### src/rtl/xbr_pkg.sv
package xbr_pkg;

    localparam int BYTE_W    = 8;
    localparam int WORD_W    = 2 * BYTE_W;
    localparam int SEL_W     = 4;
    localparam int NUM_SLOTS = 8;
    localparam int NUM_BANKS = 2;
    localparam int SLOT_W    = $clog2(NUM_SLOTS);
    localparam int REFRESH_W = BYTE_W - 1;

    typedef logic [BYTE_W-1:0] byte_t;
    typedef logic [WORD_W-1:0] word_t;
    typedef byte_t [NUM_SLOTS-1:0] slot_vec_t;

    // Byte select codes; slots 0..7 are banked storage.
    typedef enum logic [SEL_W-1:0] {
        BC_B  = 4'd0, BC_C = 4'd1, BC_D = 4'd2, BC_E = 4'd3,
        BC_H  = 4'd4, BC_L = 4'd5, BC_A = 4'd6, BC_F = 4'd7,
        BC_IV = 4'd8, BC_RF = 4'd9
    } byte_code_e;

    // Pair select codes; codes 0..3 map to slot pairs {2k, 2k+1}.
    typedef enum logic [SEL_W-1:0] {
        PC_BC = 4'd0, PC_DE = 4'd1, PC_HL = 4'd2, PC_AF = 4'd3,
        PC_IX = 4'd4, PC_IY = 4'd5, PC_SP = 4'd6, PC_PC = 4'd7
    } pair_code_e;

    localparam int FIRST_AF_SLOT = int'(BC_A);

    typedef struct packed {
        logic              en;
        logic              wide;
        logic [SEL_W-1:0]  sel;
        word_t             data;
    } wr_req_t;

    typedef struct packed {
        word_t ix;
        word_t iy;
        word_t sp;
        word_t pc;
        byte_t iv;
        byte_t rf;
    } spec_view_t;

    // Does a write request touch banked slot s?
    function automatic logic slot_hit(input int s, input wr_req_t w);
        logic hit;
        if (!w.en)
            hit = 1'b0;
        else if (w.wide)
            hit = (w.sel == SEL_W'(s >> 1));
        else
            hit = (w.sel == SEL_W'(s));
        return hit;
    endfunction

    // Byte a write request delivers to banked slot s.
    function automatic byte_t slot_wdata(input int s, input wr_req_t w);
        byte_t d;
        if (w.wide && ((s % 2) == 0))
            d = w.data[WORD_W-1:BYTE_W];
        else
            d = w.data[BYTE_W-1:0];
        return d;
    endfunction

    function automatic logic is_write(input wr_req_t w, input logic wide,
                                      input logic [SEL_W-1:0] code);
        return w.en && (w.wide == wide) && (w.sel == code);
    endfunction

    // Combinational read mux for one port.
    function automatic word_t read_word(input slot_vec_t slots,
                                        input spec_view_t sp,
                                        input logic wide,
                                        input logic [SEL_W-1:0] sel);
        word_t r;
        r = '0;
        if (wide) begin
            case (sel)
                PC_BC, PC_DE, PC_HL, PC_AF:
                    r = {slots[{sel[1:0], 1'b0}], slots[{sel[1:0], 1'b1}]};
                PC_IX:   r = sp.ix;
                PC_IY:   r = sp.iy;
                PC_SP:   r = sp.sp;
                PC_PC:   r = sp.pc;
                default: r = '0;
            endcase
        end else begin
            if (sel < SEL_W'(NUM_SLOTS))
                r = {{BYTE_W{1'b0}}, slots[sel[SLOT_W-1:0]]};
            else if (sel == BC_IV)
                r = {{BYTE_W{1'b0}}, sp.iv};
            else if (sel == BC_RF)
                r = {{BYTE_W{1'b0}}, sp.rf};
            else
                r = '0;
        end
        return r;
    endfunction

endpackage

### src/rtl/xbr_bank_store.sv
module xbr_bank_store
    import xbr_pkg::*;
(
    input  logic      clk,
    input  logic      rst,
    input  wr_req_t   wr,
    input  logic      xchg_af,
    input  logic      xchg_gp,
    output slot_vec_t vis
);

    logic sel_af;
    logic sel_gp;

    always_ff @(posedge clk) begin
        if (rst) begin
            sel_af <= 1'b0;
            sel_gp <= 1'b0;
        end else begin
            if (xchg_af) sel_af <= ~sel_af;
            if (xchg_gp) sel_gp <= ~sel_gp;
        end
    end

    for (genvar s = 0; s < NUM_SLOTS; s++) begin : g_slot
        localparam bit IS_AF = (s >= FIRST_AF_SLOT);
        logic  use_alt;
        logic  hit;
        byte_t wd;
        byte_t q [NUM_BANKS];

        assign use_alt = IS_AF ? sel_af : sel_gp;
        assign hit     = slot_hit(s, wr);
        assign wd      = slot_wdata(s, wr);

        always_ff @(posedge clk) begin
            if (rst) begin
                for (int b = 0; b < NUM_BANKS; b++) q[b] <= '0;
            end else if (hit) begin
                q[use_alt] <= wd;
            end
        end

        assign vis[s] = q[use_alt];
    end

    // reset returns both selects to the main copy
    a_r1_main_after_reset: assert property (@(posedge clk)
        rst |=> (!sel_af && !sel_gp));

    // accumulator exchange toggles its select
    a_r4_af_toggle: assert property (@(posedge clk) disable iff (rst)
        xchg_af |=> (sel_af != $past(sel_af)));

    // general-purpose exchange toggles its select
    a_r5_gp_toggle: assert property (@(posedge clk) disable iff (rst)
        xchg_gp |=> (sel_gp != $past(sel_gp)));

    // a select holds when its own strobe is absent
    a_r6_independent: assert property (@(posedge clk) disable iff (rst)
        (xchg_gp && !xchg_af) |=> $stable(sel_af));

    // a BC pair write shows both bytes next cycle
    a_r3_pair_write: assert property (@(posedge clk) disable iff (rst)
        (wr.en && wr.wide && wr.sel == PC_BC && !xchg_gp) |=>
        (vis[BC_B] == $past(wr.data[WORD_W-1:BYTE_W]) &&
         vis[BC_C] == $past(wr.data[BYTE_W-1:0])));

endmodule

### src/rtl/xbr_special_regs.sv
module xbr_special_regs
    import xbr_pkg::*;
(
    input  logic       clk,
    input  logic       rst,
    input  wr_req_t    wr,
    input  logic       fetch_stb,
    output spec_view_t view
);

    word_t ix_q, iy_q, sp_q, pc_q;
    byte_t iv_q, rf_q;
    logic  rf_wr;

    assign rf_wr = is_write(wr, 1'b0, BC_RF);

    always_ff @(posedge clk) begin
        if (rst) begin
            ix_q <= '0;
            iy_q <= '0;
            sp_q <= '0;
            pc_q <= '0;
        end else begin
            if (is_write(wr, 1'b1, PC_IX)) ix_q <= wr.data;
            if (is_write(wr, 1'b1, PC_IY)) iy_q <= wr.data;
            if (is_write(wr, 1'b1, PC_SP)) sp_q <= wr.data;
            if (is_write(wr, 1'b1, PC_PC)) pc_q <= wr.data;
        end
    end

    always_ff @(posedge clk) begin
        if (rst)
            iv_q <= '0;
        else if (is_write(wr, 1'b0, BC_IV))
            iv_q <= wr.data[BYTE_W-1:0];
    end

    always_ff @(posedge clk) begin
        if (rst)
            rf_q <= '0;
        else if (rf_wr)
            rf_q <= wr.data[BYTE_W-1:0];
        else if (fetch_stb)
            rf_q <= {rf_q[BYTE_W-1], rf_q[REFRESH_W-1:0] + REFRESH_W'(1)};
    end

    assign view = '{ix: ix_q, iy: iy_q, sp: sp_q, pc: pc_q, iv: iv_q, rf: rf_q};

    // without a write the unbanked words and vector byte hold
    a_r8_unbanked_hold: assert property (@(posedge clk) disable iff (rst)
        !wr.en |=> ($stable(ix_q) && $stable(iy_q) && $stable(sp_q) &&
                    $stable(pc_q) && $stable(iv_q)));

    // fetch increments low seven bits and keeps the top bit
    a_r9_refresh_step: assert property (@(posedge clk) disable iff (rst)
        (fetch_stb && !rf_wr) |=>
        (rf_q[REFRESH_W-1:0] == $past(rf_q[REFRESH_W-1:0]) + REFRESH_W'(1) &&
         rf_q[BYTE_W-1] == $past(rf_q[BYTE_W-1])));

    // a write to the refresh counter beats the fetch increment
    a_r10_write_wins: assert property (@(posedge clk) disable iff (rst)
        rf_wr |=> (rf_q == $past(wr.data[BYTE_W-1:0])));

endmodule

### src/rtl/xbr_read_port.sv
module xbr_read_port
    import xbr_pkg::*;
(
    input  slot_vec_t        slots,
    input  spec_view_t       spec,
    input  logic             wide,
    input  logic [SEL_W-1:0] sel,
    output word_t            data
);

    assign data = read_word(slots, spec, wide, sel);

    // a byte read never drives the upper byte
    always_comb begin
        a_r2_byte_upper_zero: assert (wide || data[WORD_W-1:BYTE_W] == '0);
    end

endmodule

### src/rtl/xbank_regfile.sv
module xbank_regfile
    import xbr_pkg::*;
#(
    parameter int NUM_RD = 2
) (
    input  logic        clk,
    input  logic        rst,
    input  logic        wr_en,
    input  logic        wr_wide,
    input  logic [3:0]  wr_sel,
    input  logic [15:0] wr_data,
    input  logic        xchg_af,
    input  logic        xchg_gp,
    input  logic        fetch_stb,
    input  logic        rd0_wide,
    input  logic [3:0]  rd0_sel,
    output logic [15:0] rd0_data,
    input  logic        rd1_wide,
    input  logic [3:0]  rd1_sel,
    output logic [15:0] rd1_data
);

    wr_req_t          wr;
    slot_vec_t        slots;
    spec_view_t       spec;
    logic             rd_wide [NUM_RD];
    logic [SEL_W-1:0] rd_sel  [NUM_RD];
    word_t            rd_data [NUM_RD];

    assign wr = '{en: wr_en, wide: wr_wide, sel: wr_sel, data: wr_data};

    xbr_bank_store u_banks (
        .clk     (clk),
        .rst     (rst),
        .wr      (wr),
        .xchg_af (xchg_af),
        .xchg_gp (xchg_gp),
        .vis     (slots)
    );

    xbr_special_regs u_special (
        .clk       (clk),
        .rst       (rst),
        .wr        (wr),
        .fetch_stb (fetch_stb),
        .view      (spec)
    );

    assign rd_wide[0] = rd0_wide;
    assign rd_sel[0]  = rd0_sel;
    assign rd_wide[1] = rd1_wide;
    assign rd_sel[1]  = rd1_sel;

    for (genvar p = 0; p < NUM_RD; p++) begin : g_rd
        xbr_read_port u_port (
            .slots (slots),
            .spec  (spec),
            .wide  (rd_wide[p]),
            .sel   (rd_sel[p]),
            .data  (rd_data[p])
        );
    end

    assign rd0_data = rd_data[0];
    assign rd1_data = rd_data[1];

endmodule

### config.mk
export PLATFORM = sky130hd
export DESIGN_NAME = xbank_regfile
export DESIGN_NICKNAME = d
export VERILOG_FILES = /design/src/rtl/xbr_pkg.sv /design/src/rtl/xbr_bank_store.sv /design/src/rtl/xbr_special_regs.sv /design/src/rtl/xbr_read_port.sv /design/src/rtl/xbank_regfile.sv
export SDC_FILE = /design/constraint.sdc
export NUM_CORES = 1
export LEC_CHECK = 0
export BUFFER_PORTS_ARGS = -buffer_cell sky130_fd_sc_hd__buf_2
export CAP_MARGIN = 20
export CORE_ASPECT_RATIO = 1.1
export CORE_MARGIN = 2
export CORE_UTILIZATION = 55
export CTS_CLUSTER_DIAMETER = 50
export CTS_CLUSTER_SIZE = 8
export DETAILED_ROUTE_END_ITERATION = 16
export HOLD_SLACK_MARGIN = 0.06
export PLACE_DENSITY_LB_ADDON = 0.3
export SYNTH_ARGS = -nofsm -noshare
export SYNTH_HDL_FRONTEND = slang
export SYNTH_SLANG_ARGS = --single-unit
export TNS_END_PERCENT = 10
### constraint.sdc
create_clock -name clk -period 2.1 [get_ports clk]
set_input_delay 0.42 -clock clk [delete_from_list [all_inputs] [get_ports clk]]
set_output_delay 0.42 -clock clk [all_outputs]
set_load 0.005 [all_outputs]
==> results of run 1 <==
layout make-up:
| class | count | area share (%) |
|---|---|---|
| antenna | 1 | 0.0155 |
| tap | 295 | 2.29 |
| timing repair buffer | 315 | 15.5 |
| clock buffer | 49 | 5.36 |
| inverter | 8 | 0.186 |
| multi-input combinational | 889 | 42.1 |
| clock inverter | 3 | 0.186 |
| sequential | 212 | 34.3 |
flip-flops by register name, indices dropped and copies added (netlist names), named ones only:
name	flops
u_banks.g_slot.use_alt	2
u_special.iy_q	16
u_special.rf_q	8
u_special.iv_q	8
u_special.ix_q	16
u_special.pc_q	16
u_special.sp_q	16
u_banks.g_slot.q	128
cell usage in the layout, fill, tap and decap left out, drive strengths merged, types with 7 or more instances in the layout:
cell type	count
clkbuf	49
a222oi	15
and3	18
dfxtp	84
mux2	53
a221oi	7
nand2b	20
a211oi	12
or2	8
inv	9
nor2b	9
and2	52
a2111oi	7
nand2	99
nand4	7
edfxtp	128
a21oi	33
mux2i	146
nand3	14
nor3	8
nor2	207
buf	315
o21ai	27
o211ai	12
a22oi	11
mux4	41
a31oi	13
cell families after synthesis:
kind of cell | count (synthesis)
fa+ha+maj | 1
flops | 212
compound gates | 179
buf+inv | 104
mux | 240
simple gates | 458
xor+xnor | 11
layer usage:
metal / part of all wire, % / up-vias / GRT usage, %
li1: - / 4962 / -
met4: 7.2 / 2 / 22.0
met2: 47 / 775 / 63.3
met1: 37 / 5484 / 48.2
met3: 8.9 / 217 / 6.99
met5: 0.11 / - / 0
per-stage QoR:
stage	TNS, ps	hold WS [ps]	utilization (%)
6_report	-27640	124	72.4
4_1_cts	-27560	120	71.9
3_3_place_gp	-9560	497	66.5
2_1_floorplan	-438	472	-
5_1_grt	-29020	154	72.4
3_5_place_dp	-9820	512	66.5
how the worst max path moves through the flow:
| stage | from | end | slack, ps | depth (start not counted) |
|---|---|---|---|---|
| floorplan | flop | rd0_data[9] | -50 | 6 |
| detailed placement | rd1_sel[0] | rd1_data[1] | -450 | 8 |
| CTS | flop | rd0_data[11] | -970 | 7 |
| finish | flop | rd0_data[15] | -1010 | 7 |
| global placement | rd1_sel[0] | rd1_data[1] | -460 | 8 |
| global route | flop | rd0_data[14] | -1040 | 6 |
repair_timing:
action	in CTS	in global routing
gates resized for setup	48	31
buffers inserted	8	1
cloned	2	0
setup endpoints to repair	32	32
pin swaps	15	14
worst register-to-register path, delay by kind of cell (launching register included):
family        cells  cell delay (ps)
buf+inv           1              150
flops             1              340
simple gates      3              800
power groups by stage:
stage	Sequential [W]	Combinational [W]	Clock [W]
detailed placement	0.00467	0.00185	0
floorplan	0.00464	0.000983	0
global placement	0.00467	0.00184	0
CTS	0.00460	0.00197	0.00459
global route	0.00461	0.00212	0.00479
finish	0.00460	0.00205	0.00461
==> summary.md, run 1 <==
| Metric | Value |
|---|---|
| Post-route cell area | `between 15000 and 20000 sq um` |
| Mux contribution to synthesized area | `between 20% and 30%` |
| Slowest CP cell | `mux4_2` |
| Final Slew Violations | `0` |
| Die H | `~160 um` |
| Synth area leaders | `edfxtp_1 (31%), dfxtp_1 (13%), mux2i_1 (12%)` |
| Worst-Skew Late Latency | `about 570 ps` |
| Detailed-placement wirelength estimate | `around 34 mm` |
| Slew Limit Headroom | `54.7%` |
| Core area | `22300 sq um` |
| CTS Buf Count | `31` |
| GRT overflow | `0` |
| Final hold vios | `0` |
| Crit-path cells | `buf_6 -> buf_16 -> mux2_2 -> mux4_2 -> a222oi_1 -> nor2_1 -> buf_2` |
| Internal power | `around 0.0082 W` |
| Hold wc startpoint | `xchg_af` |
| Main combinational cell family by area after synthesis | `multiplexers` |
| Die Span X | `between 100 and 150 um` |
| Worst Hold Path EP | `u_banks.g_slot[6].use_alt` |
| Part of the power in the clock network | `between 40% and 50%` |
| EDFF count, synth | `128` |
| Tot GR Track Use | `between 30 and 40%` |
| Simple-Gate Fraction of Synth Area | `~17%` |
| Final WS setup | `-1010 ps` |
| RSZ-0062 raised after global routing | `yes` |
| Switching Share | `26.8%` |
| CTS max path bufs | `3` |
| NetSw | `between 0.003 and 0.004 W` |
| Vias in the first global route | `between 10000 and 15000` |
| Row cnt | `57` |
| Number of port buffers | `68` |
| Cells after synthesis | `1205` |
| Synth Area in Compound Gates | `10.2%` |
| Sink Count | `approximately 210` |
| Worst r2r src | `u_banks.g_slot[0].use_alt` |
| Total die area | `approximately 24000 sq um` |
| Largest net degree at the start of global routing | `60` |
| Hold-critical path depth | `3` |
| First-pass GRT wire length | `69.2 mm` |
| Ys async rst share | `0%` |
| Reg2reg path depth | `4` |
| Crit Reg-Reg Endpoint | `u_banks.g_slot[3].q[0][2]` |
| Leakage | `approximately 6.5 nW` |
| Most frequent cell after synthesis | `nor2_1` |
| Cell family with most CP delay | `multiplexers` |
| CTS tree | `yes` |
| # fillers | `about 1600` |
| Post-synthesis adder-cell area fraction | `0.0998%` |
| Warnings from Yosys | `0` |
| Post-DP Area | `14800 sq um` |
| Buf/Inv on CP | `3` |
| Synth top area share | `a little under a third` |
| Multi-input logic area | `about 6800 sq um` |
| Peak VDD IR | `0.664 mV` |
| Antenna Nets Post-Route | `0` |
| Worst Skew | `approximately 15 ps` |
| Worst-Margin Slew | `about 660 ps` |
| Clk slew on worst S/H paths | `about 50 ps` |
| Starting density of the core | `56.3%` |
| Layout cells sized above 1 | `roughly a third` |
| Data required time of the worst path | `around 1700 ps` |
| FMAX | `322 MHz` |
| Power density over the cells | `699 nW/um^2` |
| Synthesized net count | `1243` |
| Slowest cell delay on critical path | `480 ps` |
| Max_cap viols | `0` |
| CTS HTree Levels | `1` |
| Register area | `between 5000 and 6000 sq um` |
| Cell variety after synth | `67` |
| Flop pwr share | `between 40 and 50%` |
| DRC errors left | `0` |
| Vias/cell | `about 6.5` |
| Root buffer cell | `clkbuf_16` |
| Post-Layout Cell Count | `1772` |
| Via Count | `between 10000 and 15000` |
| Synth area leader | `edfxtp_1` |
| CP Data Arrival Time | `between 2000 and 3000 ps` |
| Final worst-path cycle share | `148%` |
| Ys flop type | `edfxtp_1` |
| Top Ports | `69` |
| Setup violators final | `32` |
| FF-to-FF setup slack | `510 ps` |
| Gate power share | `between 10% and 20%` |
| XOR/XNOR share of the synthesized area | `less than 1%` |
| Pre-CTS setup slack | `-454 ps` |
| Max FO, Critical Path | `10` |
| Antenna violations before repair | `1` |
| Post-synthesis register bit count | `~210` |
| Critical Path Start Type | `flop` |
| Crit Path Class | `flop to output pin` |
| 1st-iter DRT viols | `1363` |
| Commonest cells in the netlist | `nor2_1 (205), mux2i_1 (146), edfxtp_1 (128), nand2_1 (99), dfxtp_1 (84)` |
| CTS Hold Buffers Added | `0` |
| Synth Cell Area | `between 10000 and 15000 sq um` |
| Status | `finished with violations` |
| Final nets | `between 1000 and 1500` |
| Failing checks | `setup timing` |
| GP Congestion | `about 1.1` |
| Worst Hold Class | `input pin to flop` |
| Final total power | `approximately 0.011 W` |
| Drt pass-1 iters | `8` |
| Dpl cells | `between 1500 and 2000` |
| Routed wire length | `approximately 46 mm` |
| Area grow syn2layout | `28.5%` |
| Avg Cell Area, Syn | `between 10 and 15 sq um` |
| Post-synthesis sequential area ratio | `approximately 44%` |
| Crit. End Element | `output pin` |
| Period minus WS final | `about 3100 ps` |
| Per-cell routed wire length | `approximately 26 um` |
(Power assumes the default switching activity.)
==> run 2: changes to the inputs <==
- ABC_AREA: unset -> 1
==> run 2 against run 1 <==
The run still ends with setup timing left. Clock-buffer cell count decreased by 1. Power decreased by 1.5%. Highest routed layer is now met4. Critical endpoint is now rd0_data[8]. Synthesized cell count increased by 44%. Sequential power about the same.
==> summary.md, run 2 <==
| Metric | Value |
|---|---|
| Gate power share | `between 10% and 20%` |
| Largest net degree at the start of global routing | `around 80` |
| Slew Limit Headroom | `between 20% and 30%` |
| Starting density of the core | `55.4%` |
| GRT overflow | `0` |
| Layout cells sized above 1 | `between 10% and 20%` |
| Antenna violations before repair | `0` |
| DRC errors left | `0` |
| Top Ports | `69` |
| CTS tree | `yes` |
| Synth top area share | `a little under a third` |
| Most common cell after layout, fill and taps aside | `nand2_1` |
| Root buffer cell | `clkbuf_16` |
| Final hold vios | `0` |
| Avg Cell Area, Syn | `~7 sq um` |
| Final worst-path cycle share | `125%` |
| CTS Hold Buffers Added | `0` |
| Warnings from Yosys | `0` |
| Diode count | `0` |
| Synth area leader | `edfxtp_1` |
| Commonest cells in the netlist | `nand2_1 (525), nor2_1 (252), inv_1 (170), o21ai_0 (132), edfxtp_1 (128)` |
| Ys async rst share | `0%` |
| CTS Buf Count | `31` |
| Flop pwr share | `41.7%` |
| Post-layout util | `69.5%` |
| Failing checks | `setup timing` |
| EDFF count, synth | `128` |
| Antenna Nets Post-Route | `0` |
| Crit. End Element | `output pin` |
| Switching Share | `approximately 29%` |
| Final TNS setup | `-14160 ps` |
| Setup violators final | `32` |
| Critical Path Most Common Cell | `nand2_1` |
| Sink Count | `roughly 210` |
| Part of the power in the clock network | `between 30% and 40%` |
| Peak VDD IR | `slightly below 0.9 mV` |
| Number of port buffers | `68` |
| CTS max path bufs | `3` |
| Synthesized net count | `between 1500 and 2000` |
| Final WS setup | `-530 ps` |
| Synth area leaders | `edfxtp_1 (32%), nand2_1 (16%), dfxtp_1 (14%)` |
| Post-route cell area | `15200 sq um` |
| Number of flip-flops in the largest register | `~130` |
| Final Slew Violations | `0` |
| Post-synthesis register bit count | `212` |
| Internal power | `between 0.007 and 0.008 W` |
| Via Count | `13300` |
| Post-Layout Cell Count | `~2200` |
| Cell family with most CP delay | `buffers and inverters` |
| Leakage | `6.66 nW` |
| Power density over the cells | `729 nW/um^2` |
| Max FO, Critical Path | `11` |
| Cells after synthesis | `around 1700` |
| CTS HTree Levels | `1` |
| Final nets | `1966` |
| Worst-Skew Late Latency | `550 ps` |
| NetSw | `around 0.0032 W` |
| Worst Skew | `roughly 16 ps` |
| Worst Hold Class | `input pin to flop` |
| Data required time of the worst path | `1680 ps` |
| Buf/Inv on CP | `4` |
| Vias/cell | `5.94` |
| Detailed-placement wirelength estimate | `around 36 mm` |
| Worst-Margin Slew | `1070 ps` |
| Critical Path Start Type | `flop` |
| RSZ-0062 raised after global routing | `yes` |
| Synth Cell Area | `approximately 12000 sq um` |
| Row cnt | `57` |
| Core area | `21900 sq um` |
| Clk slew on worst S/H paths | `50 ps` |
| Vias in the first global route | `around 13000` |
| First-pass GRT wire length | `73.9 mm` |
| Area grow syn2layout | `25.4%` |
| GP Congestion | `about 1.1` |
| FMAX | `around 380 MHz` |
| Most frequent cell after synthesis | `nand2_1` |
| Die Span X | `approximately 150 um` |
| Drt pass-1 iters | `7` |
| Cell variety after synth | `30` |
| Routed wire length | `between 40 and 50 mm` |
| Commonest non-fill, non-tap cells in the layout | `nand2_1 (481), nor2_1 (252), inv_1 (167), buf_4 (133), edfxtp_1 (128)` |
| Register area | `5530 sq um` |
| 1st-iter DRT viols | `1739` |
| # fillers | `approximately 1900` |
| Dpl cells | `between 2000 and 2500` |
| Crit-path cells | `inv_8 -> buf_12 -> buf_4 -> nand2_2 -> nand2_1 -> nand2_1 -> o21ai_1 -> nor2_1 -> nand2_1 -> a21oi_2 -> buf_2` |
| Post-synthesis sequential area ratio | `between 40% and 50%` |
| Ys flop type | `edfxtp_1` |
| CP Data Arrival Time | `between 2000 and 2500 ps` |
| Period minus WS final | `roughly 2600 ps` |
| Per-cell routed wire length | `~22 um` |
| Tot GR Track Use | `about two fifths` |
| Multi-input logic area | `5800 sq um` |
| Status | `finished with violations` |
| Crit Path Class | `flop to output pin` |
| Largest reg by FF count | `u_banks.g_slot.q` |
| Die H | `160 um` |
| Total die area | `roughly 23000 sq um` |
| Worst hold slack | `~140 ps` |
| Post-DP Area | `approximately 14000 sq um` |
| Slowest CP cell | `dfxtp_4` |
| Max_cap viols | `0` |
| Slowest cell delay on critical path | `around 420 ps` |
run 2: cell types whose count changed in the layout (fill, tap and decap cells not counted), sizes merged, moves of 20 or more:
cell / change
o22ai: +68
nand2: +433
o21ai: +113
buf: -82
mux2: -53
a21oi: +77
inv: +169
and2: -50
nor2: +49
mux2i: -146
nand2b: -20
nand3: +89
mux4: -41
run 2: power groups by stage:
| stage | Sequential [W] | Clock, W | Combinational, W |
|---|---|---|---|
| floorplan | 0.00468 | 0 | 0.000931 |
| global placement | 0.00469 | 0 | 0.00183 |
| detailed placement | 0.00470 | 0 | 0.00184 |
| CTS | 0.00462 | 0.00444 | 0.00194 |
| global route | 0.00463 | 0.00460 | 0.00215 |
| finish | 0.00463 | 0.00442 | 0.00205 |
run 2: repair_timing:
action	in CTS	in global routing
gates cloned	2	0
setup buffers	0	0
pin swaps	13	11
resized for setup	81	27
endpoints found under the setup margin	32	32
run 2: final cells by class:
cell class / count / area share (%)
Timing Repair Buffer: 233 / 12.9
Clock inverter: 2 / 0.0987
Inverter: 186 / 4.64
Tap cell: 295 / 2.43
Clock buffer: 48 / 5.52
Multi-Input combinational cell: 1264 / 38.1
Sequential cell: 212 / 36.3
run 2: layer usage:
layer / up-vias / part of all wire [%] / GRT usage [%] / wire length, um
li1: 6091 / - / - / -
met1: 6109 / 38 / 54.5 / 18400
met2: 914 / 44 / 65.5 / 21200
met3: 194 / 12 / 8.46 / 5990
met4: 0 / 6.5 / 20.8 / 3170
met5: - / 0 / 0 / 0
run 2: final timing paths:
kind	slack, ps	cells past startpoint	from	to
worst max-delay path	-530	11	flop	rd0_data[8]
worst min-delay path	140	3	xchg_af	flop
worst max register to register	480	3	u_banks.g_slot[0].use_alt	u_banks.g_slot[1].q[0][0]
worst min register to register	480	2	u_special.iy_q[2]	u_special.iy_q[2]
run 2: metrics by stage:
| step | worst slack, ps | power (W) |
|---|---|---|
| floorplan | 193 | 0.00561 |
| global route | -615 | 0.0114 |
| CTS | -494 | 0.0110 |
| global placement | -193 | 0.00652 |
| finish | -530 | 0.0111 |
| detailed placement | -264 | 0.00654 |
run 2: logic make-up (layout without fill, tap and decap cells):
kind of cell,Yosys count,after routing,synth area share [%]
AOI/OAI and AO/OA,337,337,14.9
xor gates and xnor gates,7,7,0.505
adders and majority gates,1,1,0.103
buffers and inverters,264,469,8.65
DFF,212,212,45.5
and+or+nand+nor,919,919,30.3
run 2: worst register-to-register path: cells and delay by family, from the launching register on:
family	cells	cell delay, ps
simple gates	2	620
flops	1	330
buf+inv	1	360
==> run 3: changes to the inputs <==
- clock period: 2.1 -> 2.2 ns (I/O delays scaled with it)
==> run 3 against run 2 <==
Critical endpoint is now rd1_data[9]. Sequential power fell by 4%. Critical path type unchanged. Global-route usage rose by 0.28 points. Die area did not move. Register-to-register slack improved by 260 ps. Sequential cell count did not move. The run still ends with setup timing left. Setup slack improved by 110 ps. Largest power group is now the clock network. Utilization rose by 2.5 points. Largest cell class unchanged.
==> summary.md, run 3 (synthesis gave the netlist of run 2 again) <==
| Metric | Value |
|---|---|
| Final TNS setup | `-11210 ps` |
| FMAX | `roughly 380 MHz` |
| Critical Path Start Type | `flop` |
| Root buffer cell | `clkbuf_16` |
| Total die area | `approximately 23000 sq um` |
| Power density over the cells | `between 700 and 800 nW/um^2` |
| Leakage | `6.87 nW` |
| Worst-Margin Slew | `slightly above 1000 ps` |
| Slowest CP cell | `dfxtp_4` |
| Row cnt | `57` |
| Detailed-placement wirelength estimate | `roughly 36 mm` |
| Final hold vios | `0` |
| CP Data Arrival Time | `between 2000 and 2500 ps` |
| Worst Hold Path EP | `u_banks.g_slot[6].use_alt` |
| Most common cell after layout, fill and taps aside | `nand2_1` |
| Final nets | `between 1500 and 2000` |
| FF-to-FF setup slack | `~740 ps` |
| First-pass GRT wire length | `about 73 mm` |
| Tot GR Track Use | `a little over two fifths` |
| Via Count | `about 13000` |
| Pre-CTS setup slack | `-245 ps` |
| Antenna Nets Post-Route | `0` |
| Setup violators final | `32` |
| CTS tree | `yes` |
| Cell family with most CP delay | `buffers and inverters` |
| Core area | `between 20000 and 25000 sq um` |
| Reg2reg path depth | `3` |
| RSZ-0062 raised after global routing | `yes` |
| Status | `finished with violations` |
| Drt pass-1 iters | `6` |
| Starting density of the core | `55.4%` |
| Per-cell routed wire length | `~22 um` |
| Failing checks | `setup timing` |
| Top Ports | `about 70` |
| Crit. End Element | `output pin` |
| CTS HTree Levels | `2` |
| Period minus WS final | `2620 ps` |
| Final WS setup | `-418 ps` |
| Worst-Skew Late Latency | `~520 ps` |
| Vias in the first global route | `between 10000 and 15000` |
| Area grow syn2layout | `29.8%` |
| Antenna violations before repair | `0` |
| Final Slew Violations | `0` |
| Slowest cell delay on critical path | `420 ps` |
| GRT overflow | `0` |
| 1st-iter DRT viols | `between 1500 and 2000` |
| Max_cap viols | `0` |
| Crit Reg-Reg Endpoint | `u_banks.g_slot[1].q[1][6]` |
| Die H | `160 um` |
| Data required time of the worst path | `~1800 ps` |
| Buf/Inv on CP | `4` |
| Die Span X | `146 um` |
| CTS Hold Buffers Added | `0` |
| Largest reg by FF count | `u_banks.g_slot.q` |
| GP Congestion | `about 1.1` |
| Number of flip-flops in the largest register | `~130` |
| Max FO, Critical Path | `16` |
| Worst r2r src | `u_banks.g_slot[0].use_alt` |
| Sink Count | `around 210` |
| Hold-critical path depth | `3` |
| Layout cells sized above 1 | `22.6%` |
| DRC errors left | `0` |
| Worst Hold Class | `input pin to flop` |
| Crit-path cells | `buf_4 -> buf_12 -> nand2_1 -> and2_4 -> buf_4 -> nand2_1 -> o211ai_1 -> nand2_1 -> a21oi_2 -> buf_2` |
| Peak VDD IR | `around 0.72 mV` |
| Slew Limit Headroom | `between 30 and 40%` |
| Routed wire length | `around 50 mm` |
| Critical Path Most Common Cell | `nand2_1` |
| CTS max path bufs | `3` |
| Number of port buffers | `68` |
| Vias/cell | `approximately 6.0` |
| Hold wc startpoint | `xchg_af` |
| Clk slew on worst S/H paths | `~50 ps` |
| Diode count | `0` |
| Commonest non-fill, non-tap cells in the layout | `nand2_1 (440), nor2_1 (250), inv_1 (166), buf_4 (143), edfxtp_1 (128)` |
| # fillers | `1801` |
| CTS Buf Count | `34` |
| Worst Skew | `23.4 ps` |
| Crit Path Class | `flop to output pin` |
| Final worst-path cycle share | `119%` |
| Largest net degree at the start of global routing | `79` |
## run 3: changes by cell type in the layout (fill, tap and decap cells not counted), sizes merged
cell,delta
inv,-2
clkinv,+5
clkbuf,-3
buf,+6
## run 3: how the worst max path moves through the flow
| stage | from | endpoint | slack (ps) | cells after the start |
|---|---|---|---|---|
| after floorplan | rd0_sel[1] | rd0_data[12] | 250 | 7 |
| after detailed placement | rd1_sel[0] | rd1_data[1] | -240 | 11 |
| final | flop | rd1_data[9] | -420 | 10 |
| after global routing | flop | rd0_data[0] | -470 | 12 |
| after CTS | flop | rd1_data[6] | -340 | 12 |
| after global placement | rd1_sel[0] | rd1_data[1] | -200 | 11 |
## run 3: power by group
group	leakage [nW]	internal [W]	total (W)	switching [W]
clock network	0.483	0.00298	0.00476	0.00178
registers	2.01	0.00436	0.00443	0.0000659
logic	4.38	0.000684	0.00207	0.00138
## run 3: timing repair
action                     4_1_cts  5_1_grt
setup endpoints to repair       32       32
resized for setup              148       63
pin swaps                       24       30
gates cloned                     4        1
buffers inserted                 3        2
## run 3: cell type report
class,instances,area [sq um],area share [%]
Multi-Input combinational cell,1264,6170,39.2
Sequential cell,212,5530,35.1
Timing Repair Buffer,240,1980,12.6
Clock buffer,44,941,5.97
Inverter,186,711,4.51
Tap cell,295,369,2.34
Clock inverter,5,53.8,0.342
## run 3: through the flow
stage	total power, W	cell area, sq um	hold slack [ps]	std cells	utilization [%]
floorplan	0.00535	12100	444	1740	-
global placement	0.00620	14000	457	2189	63.8
detailed placement	0.00621	14000	466	2189	63.8
CTS	0.0111	15500	195	2245	71.0
global route	0.0115	15800	216	2246	71.9
finish	0.0113	15800	197	2246	71.9
## run 3: per-layer routing
metal	global-route usage (%)	share of wire (%)
met4	22.5	5.9
met5	0	0
met2	66.0	45
met3	6.80	11
met1	55.3	38
## run 3: tightest hold or removal path, cell delays in order
cell     delay [ps]
buf_2            80
xnor2_1          70
nor2_1           90
